File: config.mk
export PLATFORM = sky130hd
export DESIGN_NAME = sec_rtc
export DESIGN_NICKNAME = d
export VERILOG_FILES = /design/src/rtl/sec_rtc_pkg.sv /design/src/rtl/sec_rtc_prescaler.sv /design/src/rtl/sec_rtc_core.sv /design/src/rtl/sec_rtc_regif.sv /design/src/rtl/sec_rtc.sv
export SDC_FILE = /design/constraint.sdc
export NUM_CORES = 1
export LEC_CHECK = 0
export BUFFER_PORTS_ARGS = -buffer_cell sky130_fd_sc_hd__clkbuf_2
export CAP_MARGIN = 20
export CORE_AREA = 2 2 132 231
export CTS_BUF_LIST = sky130_fd_sc_hd__clkbuf_2
export DETAILED_ROUTE_END_ITERATION = 16
export DIE_AREA = 0 0 134 233
export GPL_TIMING_DRIVEN = 0
export HOLD_SLACK_MARGIN = 0.1
export PLACE_DENSITY_LB_ADDON = 0.25
export SLEW_MARGIN = 25
export SYNTH_ARGS = -nofsm -noshare
export SYNTH_HDL_FRONTEND = slang
export SYNTH_SLANG_ARGS = --single-unit
File: constraint.sdc
create_clock -name clk -period 5.3 [get_ports clk]
set_clock_uncertainty 0.15 [all_clocks]
set_input_delay 0.795 -clock clk [delete_from_list [all_inputs] [get_ports clk]]
set_output_delay 0.795 -clock clk [all_outputs]
set_load 0.02 [all_outputs]
File: src/rtl/sec_rtc_pkg.sv
package sec_rtc_pkg;

    // Bus protocol tracker states
    typedef enum logic [1:0] {
        BUS_IDLE  = 2'd0,
        BUS_SETUP = 2'd1,
        BUS_DONE  = 2'd2
    } bus_state_t;

    // Decoded register target
    typedef enum logic [3:0] {
        RG_COUNT,
        RG_ALARM,
        RG_LOAD,
        RG_CTRL,
        RG_ENABLE,
        RG_PEND,
        RG_GATED,
        RG_CLEAR,
        RG_IDENT,
        RG_NONE
    } reg_sel_t;

    // Word index inside the low page (address bits [4:2])
    localparam logic [2:0] WIX_COUNT  = 3'd0;
    localparam logic [2:0] WIX_ALARM  = 3'd1;
    localparam logic [2:0] WIX_LOAD   = 3'd2;
    localparam logic [2:0] WIX_CTRL   = 3'd3;
    localparam logic [2:0] WIX_ENABLE = 3'd4;
    localparam logic [2:0] WIX_PEND   = 3'd5;
    localparam logic [2:0] WIX_GATED  = 3'd6;
    localparam logic [2:0] WIX_CLEAR  = 3'd7;

    localparam int IDENT_COUNT = 8;

    function automatic logic [7:0] ident_byte(input logic [2:0] idx);
        logic [7:0] b;
        unique case (idx)
            3'd0: b = 8'h31;
            3'd1: b = 8'h10;
            3'd2: b = 8'h14;
            3'd3: b = 8'h00;
            3'd4: b = 8'h0D;
            3'd5: b = 8'hF0;
            3'd6: b = 8'h05;
            3'd7: b = 8'hB1;
            default: b = 8'h00;
        endcase
        return b;
    endfunction

endpackage

File: src/rtl/sec_rtc_prescaler.sv
module sec_rtc_prescaler #(
    parameter int unsigned TICK_DIV = 100_000_000
) (
    input  logic clk,
    input  logic rst_n,
    input  logic restart,
    output logic tick
);
    localparam int PW = (TICK_DIV > 1) ? $clog2(TICK_DIV) : 1;
    localparam logic [PW-1:0] LAST = PW'(TICK_DIV - 1);

    logic [PW-1:0] phase_q;

    assign tick = (phase_q == LAST);

    always_ff @(posedge clk) begin
        if (!rst_n) begin
            phase_q <= '0;
        end else if (restart || tick) begin
            phase_q <= '0;
        end else begin
            phase_q <= phase_q + 1'b1;
        end
    end

    generate
        if (TICK_DIV > 1) begin : g_spaced
            AST_TICK_SPACED: assert property (@(posedge clk) disable iff (!rst_n)
                tick |=> !tick) else $error("tick on consecutive cycles");
            AST_RESTART_HOLDS: assert property (@(posedge clk) disable iff (!rst_n)
                restart |=> !tick) else $error("tick right after restart");
        end
    endgenerate

endmodule

File: src/rtl/sec_rtc_core.sv
module sec_rtc_core #(
    parameter int CNT_W = 32
) (
    input  logic             clk,
    input  logic             rst_n,
    input  logic             tick,
    input  logic             load_we,
    input  logic             alarm_we,
    input  logic             enable_we,
    input  logic             clear_we,
    input  logic [CNT_W-1:0] wdata,
    output logic [CNT_W-1:0] count,
    output logic [CNT_W-1:0] alarm,
    output logic [CNT_W-1:0] loaded,
    output logic             enable,
    output logic             pending
);
    logic [CNT_W-1:0] count_step;
    logic             alarm_hit;

    assign count_step = count + 1'b1;
    // Compare the value the count is about to take, so the pending bit
    // rises on the same edge the count lands on the alarm value.
    assign alarm_hit  = tick && !load_we && (count_step == alarm);

    always_ff @(posedge clk) begin
        if (!rst_n) begin
            count <= '0;
        end else if (load_we) begin
            count <= wdata;
        end else if (tick) begin
            count <= count_step;
        end
    end

    always_ff @(posedge clk) begin
        if (!rst_n) begin
            loaded <= '0;
        end else if (load_we) begin
            loaded <= wdata;
        end
    end

    always_ff @(posedge clk) begin
        if (!rst_n) begin
            alarm <= '0;
        end else if (alarm_we) begin
            alarm <= wdata;
        end
    end

    always_ff @(posedge clk) begin
        if (!rst_n) begin
            enable <= 1'b0;
        end else if (enable_we) begin
            enable <= wdata[0];
        end
    end

    always_ff @(posedge clk) begin
        if (!rst_n) begin
            pending <= 1'b0;
        end else if (alarm_hit) begin
            pending <= 1'b1;
        end else if (clear_we && wdata[0]) begin
            pending <= 1'b0;
        end
    end

    AST_LOAD_TAKES: assert property (@(posedge clk) disable iff (!rst_n)
        load_we |=> (count == $past(wdata)) && (loaded == $past(wdata))) else $error("load lost");
    AST_STEP_ONE: assert property (@(posedge clk) disable iff (!rst_n)
        (tick && !load_we) |=> count == $past(count) + 1'b1) else $error("bad step");
    AST_IDLE_STILL: assert property (@(posedge clk) disable iff (!rst_n)
        (!tick && !load_we) |=> $stable(count)) else $error("count moved without tick");
    AST_PEND_STICKY: assert property (@(posedge clk) disable iff (!rst_n)
        (pending && !clear_we) |=> pending) else $error("pending dropped");
    AST_PEND_CAUSE: assert property (@(posedge clk) disable iff (!rst_n)
        $rose(pending) |-> (count == alarm) && !$past(load_we)) else $error("pending without hit");

endmodule

File: src/rtl/sec_rtc_regif.sv
module sec_rtc_regif
    import sec_rtc_pkg::*;
#(
    parameter int ADDR_W = 12,
    parameter int DATA_W = 32
) (
    input  logic              clk,
    input  logic              rst_n,
    input  logic              psel,
    input  logic              penable,
    input  logic              pwrite,
    input  logic [ADDR_W-1:0] paddr,
    input  logic [DATA_W-1:0] pwdata,
    output logic [DATA_W-1:0] prdata,
    output logic              pslverr,
    input  logic [DATA_W-1:0] count,
    input  logic [DATA_W-1:0] alarm,
    input  logic [DATA_W-1:0] loaded,
    input  logic              enable,
    input  logic              pending,
    output logic              load_we,
    output logic              alarm_we,
    output logic              enable_we,
    output logic              clear_we,
    output logic [DATA_W-1:0] wdata
);
    localparam int PAGE_W = ADDR_W - 5;
    localparam logic [PAGE_W-1:0] IDENT_PAGE = '1;
    localparam logic [PAGE_W-1:0] LOW_PAGE   = '0;

    bus_state_t state_q, state_d;
    reg_sel_t   sel;
    logic       xfer;
    logic [DATA_W-1:0] rd_val;
    logic       rd_bad, wr_bad;

    // State register
    always_ff @(posedge clk) begin
        if (!rst_n) begin
            state_q <= BUS_IDLE;
        end else begin
            state_q <= state_d;
        end
    end

    // Next state and transfer strobe
    always_comb begin
        state_d = state_q;
        xfer    = 1'b0;
        unique case (state_q)
            BUS_IDLE: begin
                if (psel && !penable) state_d = BUS_SETUP;
            end
            BUS_SETUP: begin
                if (!psel) begin
                    state_d = BUS_IDLE;
                end else if (penable) begin
                    state_d = BUS_DONE;
                    xfer    = 1'b1;
                end
            end
            BUS_DONE: begin
                if (psel && !penable) state_d = BUS_SETUP;
                else                  state_d = BUS_IDLE;
            end
            default: state_d = BUS_IDLE;
        endcase
    end

    // Address decode
    always_comb begin
        sel = RG_NONE;
        if (paddr[1:0] == 2'b00) begin
            if (paddr[ADDR_W-1:5] == IDENT_PAGE) begin
                sel = RG_IDENT;
            end else if (paddr[ADDR_W-1:5] == LOW_PAGE) begin
                unique case (paddr[4:2])
                    WIX_COUNT:  sel = RG_COUNT;
                    WIX_ALARM:  sel = RG_ALARM;
                    WIX_LOAD:   sel = RG_LOAD;
                    WIX_CTRL:   sel = RG_CTRL;
                    WIX_ENABLE: sel = RG_ENABLE;
                    WIX_PEND:   sel = RG_PEND;
                    WIX_GATED:  sel = RG_GATED;
                    WIX_CLEAR:  sel = RG_CLEAR;
                    default:    sel = RG_NONE;
                endcase
            end
        end
    end

    // Read value and error classification per target
    always_comb begin
        rd_val = '0;
        rd_bad = 1'b0;
        wr_bad = 1'b0;
        unique case (sel)
            RG_COUNT:  begin rd_val = count;  wr_bad = 1'b1; end
            RG_ALARM:  rd_val = alarm;
            RG_LOAD:   rd_val = loaded;
            RG_CTRL:   rd_val = DATA_W'(1);
            RG_ENABLE: rd_val = DATA_W'(enable);
            RG_PEND:   begin rd_val = DATA_W'(pending); wr_bad = 1'b1; end
            RG_GATED:  begin rd_val = DATA_W'(pending & enable); wr_bad = 1'b1; end
            RG_CLEAR:  rd_bad = 1'b1;
            RG_IDENT:  begin rd_val = DATA_W'(ident_byte(paddr[4:2])); wr_bad = 1'b1; end
            RG_NONE:   begin rd_bad = 1'b1; wr_bad = 1'b1; end
            default:   begin rd_bad = 1'b1; wr_bad = 1'b1; end
        endcase
    end

    assign prdata    = (xfer && !pwrite && !rd_bad) ? rd_val : '0;
    assign pslverr   = xfer && (pwrite ? wr_bad : rd_bad);
    assign wdata     = pwdata;
    assign load_we   = xfer && pwrite && (sel == RG_LOAD);
    assign alarm_we  = xfer && pwrite && (sel == RG_ALARM);
    assign enable_we = xfer && pwrite && (sel == RG_ENABLE);
    assign clear_we  = xfer && pwrite && (sel == RG_CLEAR);

    AST_ONE_STROBE: assert property (@(posedge clk) disable iff (!rst_n)
        $onehot0({load_we, alarm_we, enable_we, clear_we})) else $error("multiple strobes");
    AST_NO_WRITE_WITHOUT_SETUP: assert property (@(posedge clk) disable iff (!rst_n)
        (load_we || alarm_we || enable_we || clear_we) |-> state_q == BUS_SETUP) else $error("write outside access");
    AST_ERR_READS_ZERO: assert property (@(posedge clk) disable iff (!rst_n)
        (pslverr && !pwrite) |-> prdata == '0) else $error("error read not zero");
    AST_CTRL_ONE: assert property (@(posedge clk) disable iff (!rst_n)
        (xfer && !pwrite && sel == RG_CTRL) |-> prdata == DATA_W'(1)) else $error("control not one");

endmodule

File: src/rtl/sec_rtc.sv
module sec_rtc #(
    parameter int unsigned TICK_DIV = 100_000_000,
    parameter int          ADDR_W   = 12,
    parameter int          DATA_W   = 32
) (
    input  logic              clk,
    input  logic              rst_n,
    input  logic              psel,
    input  logic              penable,
    input  logic              pwrite,
    input  logic [ADDR_W-1:0] paddr,
    input  logic [DATA_W-1:0] pwdata,
    output logic [DATA_W-1:0] prdata,
    output logic              pslverr,
    output logic              irq
);
    localparam logic [ADDR_W-1:0] GATED_ADDR = ADDR_W'(24);

    logic              tick;
    logic              load_we, alarm_we, enable_we, clear_we;
    logic [DATA_W-1:0] wdata;
    logic [DATA_W-1:0] count, alarm, loaded;
    logic              enable, pending;

    sec_rtc_prescaler #(.TICK_DIV(TICK_DIV)) u_presc (
        .clk     (clk),
        .rst_n   (rst_n),
        .restart (load_we),
        .tick    (tick)
    );

    sec_rtc_core #(.CNT_W(DATA_W)) u_core (
        .clk       (clk),
        .rst_n     (rst_n),
        .tick      (tick),
        .load_we   (load_we),
        .alarm_we  (alarm_we),
        .enable_we (enable_we),
        .clear_we  (clear_we),
        .wdata     (wdata),
        .count     (count),
        .alarm     (alarm),
        .loaded    (loaded),
        .enable    (enable),
        .pending   (pending)
    );

    sec_rtc_regif #(.ADDR_W(ADDR_W), .DATA_W(DATA_W)) u_regif (
        .clk       (clk),
        .rst_n     (rst_n),
        .psel      (psel),
        .penable   (penable),
        .pwrite    (pwrite),
        .paddr     (paddr),
        .pwdata    (pwdata),
        .prdata    (prdata),
        .pslverr   (pslverr),
        .count     (count),
        .alarm     (alarm),
        .loaded    (loaded),
        .enable    (enable),
        .pending   (pending),
        .load_we   (load_we),
        .alarm_we  (alarm_we),
        .enable_we (enable_we),
        .clear_we  (clear_we),
        .wdata     (wdata)
    );

    assign irq = pending & enable;

    AST_IRQ_VS_GATED: assert property (@(posedge clk) disable iff (!rst_n)
        (psel && penable && !pwrite && paddr == GATED_ADDR && !pslverr) |-> prdata[0] == irq)
        else $error("gated status differs from irq");

endmodule

Word-level counts from Yosys, hierarchy flattened
Memory sizes are Yosys's and may differ from the RTL's.
Cells that the tools add are included.
Word-level totals
  logic and storage cells: 75
  output and inout bits: 34
  flip-flop bits (word level): 127
  memories kept: 2
  bits in read-only memories: 80
  input port bits: 49
Memory list
  (no name shown): depth 8, bits a word 7, read ports 1, clocked after memory_dff 0, wr ports 0, line sec_rtc_pkg.sv:38  | unique case (idx)
  (no name shown): depth 8, bits a word 3, read ports 1, clocked after memory_dff 0, wr ports 0, line sec_rtc_regif.sv:77  | unique case (paddr[4:2])
Cells by class
  bitwise logic cells: 3
  reductions and logical operators: 26
  equality and inequality tests: 15
  add/subtract/negate cells: 2
  muxes and demuxes: 20
Operators with widths (count)
  $pmux 32 s8: 1
  $mux 32: 3
  $add 32x1->32 const B: 1
  $eq 32x32->1: 1
  $add 27x1->27 const B: 1
  $eq 27x27->1 const B: 1
  $eq 4x3->1 const B: 4
  $logic_and 1x1->1: 12
  $mux 4: 3
  $mux 1: 9
  $eq 4x2->1 const B: 2
  $reduce_or 8->1: 1
  $eq 7x7->1 const B: 1
  $logic_not 7->1: 1
  $mux 2: 3
  $pmux 2 s3: 1
  $reduce_or 5->1: 1
  $eq 4x1->1 const B: 1
  $eq 4x4->1 const B: 1
  $logic_not 2->1: 2
  $logic_not 4->1: 1
  $reduce_bool 2->1: 2
  $logic_not 1->1: 3
  $ne 3x3->1 const B: 1
  other kinds (8): 9

Depth between registers and ports, before layout
Gate-level depths: netlist (run 1).
  word-level depth: 10
  depth in mapped cells: 10
  mapped depth without buffers: 8

Modules after synthesis
A second synthesis (run 1) with hierarchy kept.
Unflattened totals
  cells, all modules: 947
  area total of the unflattened synthesis: 7892.6 µm²
By module, submodules not included
  sec_rtc_core: area an instance 5305.1 µm², cells each 607, instances 1, sequential area each 1961.9 µm²
  sec_rtc_prescaler: area an instance 1335.0 µm², cells each 156, instances 1, sequential area each 540.5 µm²
  sec_rtc_regif: area an instance 1246.2 µm², cells each 183, instances 1, sequential area each 40.0 µm²
  sec_rtc: area an instance 6.3 µm², cells each 1, instances 1, sequential area each 0.0 µm²

Least setup slack after synthesis (run 1)
Ideal clock, no wire load.
  kind: input port to output port
  start point: input port paddr[11]
  end point: output port prdata[0]
  stages: 8
  data arrival time: 2.757 ns
  setup slack: 1.598 ns
  buffers on the path: 2
  required time: 4.355 ns
  cell sequence: nand4_1 > or4_1 > buf_2 > o21a_1 > nor4_2 > clkbuf_1 > a21oi_1 > a21oi_1
On the way
  longest elaborated chain between the ends: 8
Ends and longest elaborated chain
  from (decl): line sec_rtc.sv:11  | input logic [ADDR_W-1:0] paddr,
  $logic_not 7->1: line sec_rtc_regif.sv:76  | end else if (paddr[ADDR_W-1:5] == LOW_PAGE) begin
  $mux 4: line sec_rtc_regif.sv:76
  $mux 4 (*): line sec_rtc_regif.sv:74  | if (paddr[ADDR_W-1:5] == IDENT_PAGE) begin
  $mux 4 (*): line sec_rtc_regif.sv:73  | if (paddr[1:0] == 2'b00) begin
  $eq 4x3->1, or another cell as far along: line sec_rtc_regif.sv:97  | unique case (sel)
  $reduce_or 8->1 (no source line)
  $logic_and 1x1->1: line sec_rtc_regif.sv:112  | assign prdata = (xfer && !pwrite && !rd_bad) ? rd_val : '0;
  $mux 32 (*): line sec_rtc_regif.sv:112
  to (decl): line sec_rtc.sv:13  | output logic [DATA_W-1:0] prdata,
Every way passes the cells marked *; elsewhere a longest branch is shown, timed or not.

Worst setup path in the final report (run 1)
  start point: input port paddr[5]
  end point: output port prdata[22]
The elaborated chain is that of the path after synthesis.

==> flow_summary.ini, run 1 <==
[run_status]
status = complete, no violations

[floorplanning]
die_h_um = 233
die-area_um2 = 31200
pin_count = 83
num_rows = 83
die_w_um = 134
core_um2 = 29200
start_util_pct = 24.9

[run]
cap_viol_max_count = 0

[global_route]
grt_util_all_layers_pct = 17.7
grt_pass1_vias = 7445
antenna_found_initial = 1
grt_overflow = 0
grt_max_degree = 17
grt_pass1_wl_mm = 41.6

[synth]
syn_avg_cell_area_um2 = 7.58
netlist_area_um2 = 7250
synthArstFlopShare_pct = 0
seq_area_frac_synth_pct = 35.0
synth_edf_count = 0
ys_warn_count = 0
yosysUniqueCellTypes = 68
yosysTopAreaCell = dfxtp_1
ys_ff_latch = 127
synthTopCellsByArea = dfxtp_1 35%, nand2_1 9.1%, nor2_1 5.8%, a21oi_1 5.7%, xor2_1 5.6%
synth_most_common_cell = nand2_1
ys.flop_type = dfxtp_1
synth_common_cells = 175 x nand2_1, 127 x dfxtp_1, 113 x nor2_1
syn_nets = 1008
synth_cells = 957
synth_top_area_share_pct = 35.0

[placed_design]
post-place-ws_ps = 616
place_inst = 1421
place_area_um2 = 8160
globalplace.congestion = 0.898
dp_hpwl_mm = 21.5
portBuffers = 82

[clock_network]
clock_latency_ps = 780
cts_tree = built
clock_path_buffers = 2
htree_levels = 4
clock-sinks = 127
cts_buffers = 17
root_buffer = clkbuf_2
post_cts.repair.setup_buffers = 0
path_clk_slew_ps = 210
post_cts_resized = 0

[hold_path]
hold_path_end = u_core.pending
hold_path.class = in2reg
whs_path_depth = 3
hp-start = rst_n

[sta]
maxSlewHeadroom_pct = 41.4
setup_slack_ps = 543
drv_slew = 0
fin_tns_setup_ps = 0
holdWs_ps = 189
period_minus_slack_ps = 4760
min_period_over_period_pct = 89.8
rsz0062_at_grt = false
final-hold-violation-count = 0
maxClockFrequency_mhz = 210
setup_viol = 0
timing_worst_slew_pin_value_ps = 872

[cells_and_area]
drive_gt1_share_pct = 14.4
finalCoreUtilization_pct = 30.2
syn_to_final_growth_pct = 21.4
instances_no_fill = 1490
fin_area_um2 = 8810
final_nets = 1144

[critical_path]
worstPathArrival_ps = 3810
reg2reg_slack_ps = 2120
r2r-end = u_core.count[27]
ff2ff_path_depth = 8
end_kind = output port
crit_start = paddr[5]
crit_fanout = 10
cp-start-kind = primary input
worst_ep_required_time_ps = 4360
r2r-start = u_presc.phase_q[0]
critical_path_class = in2out

[pwr]
combPwrFrac_pct = 5.2
ir_worst_vdd_mv = 0.0958
p_seq_share_pct = 53.5
finalPower_mw = 1.80
p_per_area_nw_per_um2 = 204
switching_share_pct = 26.8
p_leak_nw = 2.97
intPower_mw = 1.32
clock_power_share_pct = 41.4
p_switching_uw = 482

[detailed_routing]
drt-total-wl_mm = 27.7
drc = 0
antenna_left = 0
drt_iter0_drc = 585
via_per_inst = 5.12
drtPass1Iterations = 8
num_vias = 7628
wl_per_cell_um = 18.6
## kinds of logic (layout without fill, tap and decap cells)
family	count (synthesis)	after routing	share of synthesized area (%)
buffers and inverters	91	240	5.31
other	0	2	0
and+or+nand+nor	452	452	30.3
muxes	2	2	0.293
AOI/OAI and AO/OA	193	193	17.9
xor gates and xnor gates	90	90	10.9
DFF	127	127	35.0
adders and majority gates	2	2	0.345
## power by group through the flow
| stage | Combinational (mW) | Clock (mW) | Sequential (mW) |
|---|---|---|---|
| floorplan | 0.0271 | 0 | 0.979 |
| global placement | 0.0719 | 0 | 0.980 |
| detailed placement | 0.0729 | 0 | 0.980 |
| CTS | 0.0936 | 0.764 | 0.962 |
| global route | 0.100 | 0.799 | 0.963 |
| finish | 0.0926 | 0.743 | 0.962 |
## cell usage in the layout (no fill, tap or decap), types with 3 or more instances in the layout
| master | netlist | routed |
|---|---|---|
| a221oi_1 | 5 | 5 |
| clkbuf_2 | 1 | 100 |
| clkinv_4 | 0 | 5 |
| buf_2 | 19 | 19 |
| bufinv_16 | 0 | 4 |
| and2_1 | 6 | 6 |
| nor2_1 | 113 | 113 |
| buf_1 | 3 | 3 |
| nand4_1 | 20 | 20 |
| inv_1 | 12 | 12 |
| nor4_1 | 16 | 15 |
| nand2b_1 | 3 | 3 |
| nor3_1 | 13 | 13 |
| or3_1 | 10 | 10 |
| clkbuf_1 | 51 | 51 |
| nor4b_1 | 6 | 5 |
| xnor2_1 | 44 | 44 |
| dfxtp_1 | 127 | 127 |
| nand3_1 | 37 | 37 |
| buf_4 | 3 | 3 |
| xor2_1 | 46 | 46 |
| a222oi_1 | 28 | 28 |
| nand4_2 | 4 | 4 |
| nand2_1 | 175 | 175 |
| a31oi_1 | 5 | 5 |
| and3_1 | 15 | 15 |
| o21ai_0 | 15 | 15 |
| and4_1 | 6 | 6 |
| a211oi_1 | 28 | 28 |
| a21o_1 | 4 | 4 |
| inv_6 | 0 | 3 |
| o22ai_1 | 4 | 4 |
| or4_4 | 3 | 3 |
| dlygate4sd3_1 | 0 | 35 |
| a21oi_1 | 83 | 83 |
| or4_1 | 7 | 7 |
## how the worst max path moves through the flow
stage	end	slack, ps	cells after the start
after floorplan	prdata[0]	1600	8
after global placement	prdata[22]	640	9
after detailed placement	prdata[22]	620	9
after CTS	prdata[22]	620	9
after global routing	prdata[22]	390	9
final	prdata[22]	540	9
## sequential cells by signal (all words and copies together) (netlist names)
register and flops:
u_core.alarm 32, u_core.enable 1, u_core.pending 1, u_core.loaded 32
u_core.count 32, u_regif.state_q 2, u_presc.phase_q 27
## critical path: stages
cell and delay (ps):
clkbuf_2 90, nor4_1 300, nand3_1 260, nor4_1 730, clkbuf_1 530, clkbuf_1 520
a222oi_1 260, nor2_1 130, clkbuf_2 180
## routing by layer
layer / up-vias / wire length (um) / part of all wire [%] / track usage [%]
li1: 3683 / - / - / -
met1: 3616 / 9800 / 35 / 16.5
met2: 253 / 15200 / 55 / 34.6
met3: 76 / 1220 / 4.4 / 3.66
met4: 0 / 1500 / 5.4 / 10.4
met5: - / 0 / 0 / 0
## area by class of cell
type                            instances  area (um2)
Multi-Input combinational cell        739        4340
Timing Repair Buffer                  117         761
Tap cell                              382         478
Buffer                                 78         337
Fill cell                            3169       20400
Inverter                               13        48.8
Clock buffer                           17        85.1
Clock inverter                         15         210
Sequential cell                       127        2540
Antenna cell                            2        5.00
## what timing repair did
action | CTS | global route
endpoints found under the setup margin | 0 | 0
hold endpoints to repair | 87 | 0
hold buffers | 35 | 0
(Power assumes the default switching activity.)
==> run 2: changes to the inputs <==
- CAP_MARGIN: 20 -> default
- CORE_AREA: 2 2 132 231 -> 2 2 112 196
- DIE_AREA: 0 0 134 233 -> 0 0 114 198
==> flow_summary.ini, run 2 (same netlist as run 1, synthesis figures left out) <==
[cells_and_area]
drive_gt1_share_pct = 14.4
final_nets = 1120
fin_area_um2 = 8400
syn_to_final_growth_pct = 15.7
fillerInstances = 2280
final_common_cell = nand2_1
reg_top3 = u_core.alarm (32), u_core.count (32), u_core.loaded (32)
final_cell_mix = 175 x nand2_1, 127 x dfxtp_1, 113 x nor2_1

[critical_path]
reg2reg_slack_ps = 1940
cp_top_family = buffers and inverters
cp_slowest_stage_delay_ps = 600
critical_path_class = in2out
end_kind = output port
path_cells = clkbuf_2 -> nor4_1 -> nand3_1 -> nor4_1 -> clkbuf_1 -> clkbuf_1 -> a222oi_1 -> nor2_1 -> clkbuf_2
r2r-start = u_presc.phase_q[0]
crit_fanout = 10
ff2ff_path_depth = 8
worst_ep_required_time_ps = 4360
path_buf_inv = 4
critPathSlowestCell = clkbuf_1
r2r-end = u_core.count[23]
cp-start-kind = primary input
worstPathArrival_ps = 3700

[detailed_routing]
drtPass1Iterations = 8
wl_met3_um = 971
antenna_left = 0
drt-total-wl_mm = 25.5
wl_per_cell_um = 19.0
via_per_inst = 5.57
drt-met1-wl_mm = 9.37
routed-wl-met2_mm = 13.8
drc = 0
highest_layer = met4
drt_iter0_drc = 605
num_vias = 7464

[hold_path]
hold_path_end = u_core.loaded[5]
hold_path.class = in2reg
hp-start = pwdata[5]
whs_path_depth = 3

[clock_network]
clock-sinks = 127
path_clk_slew_ps = 200
htree_levels = 4
clock_path_buffers = 2
post_cts.repair.setup_buffers = 0
clock_latency_ps = 730
root_buffer = clkbuf_2
post_cts_resized = 0
cts_buffers = 17
cts_tree = built

[floorplanning]
die_w_um = 114
core_um2 = 21100
start_util_pct = 34.3
num_rows = 71
die-area_um2 = 22600
die_h_um = 198
pin_count = 83

[sta]
fin_tns_setup_ps = 0
setup_viol = 0
final-hold-violation-count = 0
holdWs_ps = 150
min_period_over_period_pct = 87.7
maxSlewHeadroom_pct = 31.9
drv_slew = 0
rsz0062_at_grt = false
maxClockFrequency_mhz = 215
period_minus_slack_ps = 4650
timing_worst_slew_pin_value_ps = 1010

[pwr]
ir_worst_vdd_mv = 0.119
finalPower_mw = 1.78
p_per_area_nw_per_um2 = 212
p_leak_nw = 2.87

[global_route]
grt_util_all_layers_pct = 22.7
grt_pass1_wl_mm = 39.3
grt_pass1_vias = 7338
antenna_found_initial = 1
grt_overflow = 0
grt_max_degree = 17

[placed_design]
portBuffers = 82
globalplace.congestion = 0.993
dp_hpwl_mm = 19.7
place_area_um2 = 7990

[run_status]
status = complete, no violations

[run]
cap_viol_max_count = 0
## run 2: worst max-delay path by stage
| stage | from | endpoint | slack (ps) | depth (start not counted) |
|---|---|---|---|---|
| after floorplan | paddr[11] | prdata[0] | 1600 | 8 |
| after global placement | paddr[5] | prdata[21] | 710 | 9 |
| after detailed placement | paddr[5] | prdata[21] | 670 | 9 |
| after CTS | paddr[5] | prdata[21] | 670 | 9 |
| after global routing | paddr[5] | prdata[21] | 440 | 9 |
| final | paddr[5] | prdata[21] | 650 | 9 |
## run 2: stage by stage
step	cells	setup slack (ps)	util (%)
after floorplan	957	1600	-
after global placement	1294	707	37.8
after detailed placement	1294	667	37.8
after CTS	1336	670	39.6
after global routing	1339	437	39.7
final	1339	652	39.7
## run 2: timing repair
action	CTS	global route
setup endpoints to repair	0	0
hold buffers	10	1
hold endpoints to repair	9	1
## run 2: where the power goes
part,total [mW],switching (mW),internal [mW]
Combinational,0.0779,0.0509,0.0270
Clock,0.740,0.381,0.359
Sequential,0.961,0.00193,0.959
## run 2: area by class of cell
type	instances	area, um2	area share [%]
multi-input cells	739	4330	51.6
diodes	2	5.00	0.0596
clock buffers	20	100	1.19
repair buffers	93	520	6.20
clock inverters	12	191	2.28
plain buffers	78	337	4.01
inverters	13	48.8	0.581
well taps	255	319	3.80
flip-flops and latches	127	2540	30.3
## run 2: tightest hold or removal path: stages
cell	delay, ps
clkbuf_2	110
nand2_1	60
a21oi_1	50
## run 2: metal layers
metal  track usage [%]  up-vias
li1                  -     3626
met1              22.7     3550
met2              43.1      213
met3              3.46       75
met4              13.6        0
met5                 0        -
==> run 3: changes to the inputs <==
- ABC_CLOCK_PERIOD_IN_PS: default -> 5300
- CELL_PAD_IN_SITES_DETAIL_PLACEMENT: default -> 1
- CELL_PAD_IN_SITES_GLOBAL_PLACEMENT: default -> 1
==> flow_summary.ini, run 3 (same netlist as run 1, synthesis figures left out) <==
[global_route]
grt_max_degree = 17
grt_pass1_vias = 7943
grt_overflow = 0
antenna_found_initial = 1
grt_util_all_layers_pct = 25.2
grt_pass1_wl_mm = 43.8

[run]
cap_viol_max_count = 0

[floorplanning]
core_um2 = 21100
die_h_um = 198
die_w_um = 114
pin_count = 83
num_rows = 71
die-area_um2 = 22600
start_util_pct = 34.3

[critical_path]
path_cells = clkbuf_2 -> nand4_1 -> or4_1 -> buf_2 -> a211oi_2 -> clkbuf_1 -> buf_2 -> a222oi_1 -> nor2_1 -> clkbuf_2
crit_start = paddr[11]
r2r-end = u_core.count[14]
critical_path_depth = 10
r2r-start = u_presc.phase_q[0]
ff2ff_path_depth = 9
critPathSlowestCell = clkbuf_1
cp-start-kind = primary input
cp_top_family = buffers and inverters
crit_fanout = 10
critical_path_class = in2out
worstSetupEndpoint = prdata[30]
end_kind = output port
path_buf_inv = 5
reg2reg_slack_ps = 1900
cp_slowest_stage_delay_ps = 560
worst_ep_required_time_ps = 4360
worstPathArrival_ps = 3810

[cells_and_area]
final_cell_mix = 175 x nand2_1, 127 x dfxtp_1, 113 x nor2_1
reg_top3 = u_core.alarm (32), u_core.count (32), u_core.loaded (32)
final_common_cell = nand2_1
drive_gt1_share_pct = 14.4
fillerInstances = 2708
final_nets = 1132
syn_to_final_growth_pct = 16.9

[clock_network]
path_clk_slew_ps = 200
root_buffer = clkbuf_2
cts_tree = built
post_cts_resized = 0
clock-sinks = 127
htree_levels = 4
clock_latency_ps = 760
cts_buffers = 17
clock_path_buffers = 2

[pwr]
p_leak_nw = 2.90
p_per_area_nw_per_um2 = 203
ir_worst_vdd_mv = 0.132
finalPower_mw = 1.72

[placed_design]
globalplace.congestion = 0.902
dp_hpwl_mm = 21.4
portBuffers = 82

[detailed_routing]
drc = 0
drt-total-wl_mm = 28.0
num_vias = 7629
antenna_left = 0
via_per_inst = 5.65
drt_iter0_drc = 514
wl_per_cell_um = 20.7
drtPass1Iterations = 8

[sta]
maxSlewHeadroom_pct = 30.0
setup_viol = 0
timing_worst_slew_pin_value_ps = 1040
final-hold-violation-count = 0
rsz0062_at_grt = false
fin_tns_setup_ps = 0
maxClockFrequency_mhz = 210
drv_slew = 0
holdWs_ps = 143
min_period_over_period_pct = 89.7
period_minus_slack_ps = 4750

[hold_path]
hold_path.class = in2reg

[run_status]
status = complete, no violations
run 3: cell types whose count changed in the layout (fill, tap and decap cells not counted):
| cell | delta |
|---|---|
| clkbuf_2 | -1 |
| bufinv_16 | -2 |
| inv_6 | +1 |
| diode_2 | -1 |
| clkinv_1 | -1 |
| clkinv_4 | +3 |
| clkinvlp_4 | +1 |
| clkinv_2 | -1 |
| dlygate4sd3_1 | +12 |
run 3: worst min-delay path: stages:
cell and delay (ps):
clkbuf_2 110, nand2_1 60, a21oi_1 50
run 3: metal layers:
metal / track usage [%] / vias up / part of all wire, %
met1: 27.0 / 3771 / 39
met2: 48.1 / 166 / 55
met3: 3.58 / 53 / 2.8
li1: - / 3639 / -
met5: 0 / - / 0
met4: 10.8 / 0 / 3.6
run 3: worst min-delay path by stage:
stage | slack (ps) | cells after the start | startpoint | to
after detailed placement | 290 | 1 | u_presc.phase_q[0] | u_presc.phase_q[0]
after CTS | 100 | 3 | pwdata[11] | u_core.alarm[11]
final | 140 | 3 | pwdata[14] | u_core.alarm[14]
after global routing | 100 | 3 | pwdata[29] | u_core.alarm[29]
after global placement | 280 | 1 | u_presc.phase_q[0] | u_presc.phase_q[0]
after floorplan | 270 | 1 | u_regif.state_q[1] | u_regif.state_q[0]
run 3: stage by stage:
stage,instances,area (um2),setup slack (ps),utilization [%]
6_report,1350,8480,545,40.1
5_1_grt,1350,8480,345,40.1
3_5_place_dp,1294,7990,605,37.8
4_1_cts,1346,8450,604,40.0
2_1_floorplan,957,7250,1600,-
3_3_place_gp,1294,7980,634,37.8
run 3: power by group:
part / internal [mW] / switching, mW
sequential: 0.959 / 0.00188
clock: 0.268 / 0.407
combinational: 0.0327 / 0.0541
run 3: cell type report:
class                           instances  area [um2]  area share, %
Antenna cell                            1        2.50         0.0295
Buffer                                 78         337           3.97
Clock buffer                           19        95.1           1.12
Clock inverter                         13         165           1.95
Inverter                               13        48.8          0.575
Multi-Input combinational cell        739        4330           51.1
Sequential cell                       127        2540           30.0
Tap cell                              255         319           3.76
Timing Repair Buffer                  105         641           7.55
run 3: what timing repair did:
| action | 4_1_cts | 5_1_grt |
|---|---|---|
| setup buffers | 0 | 0 |
| endpoints found under the hold margin | 32 | 4 |
| setup endpoints to repair | 0 | 0 |
| hold buffers | 20 | 3 |
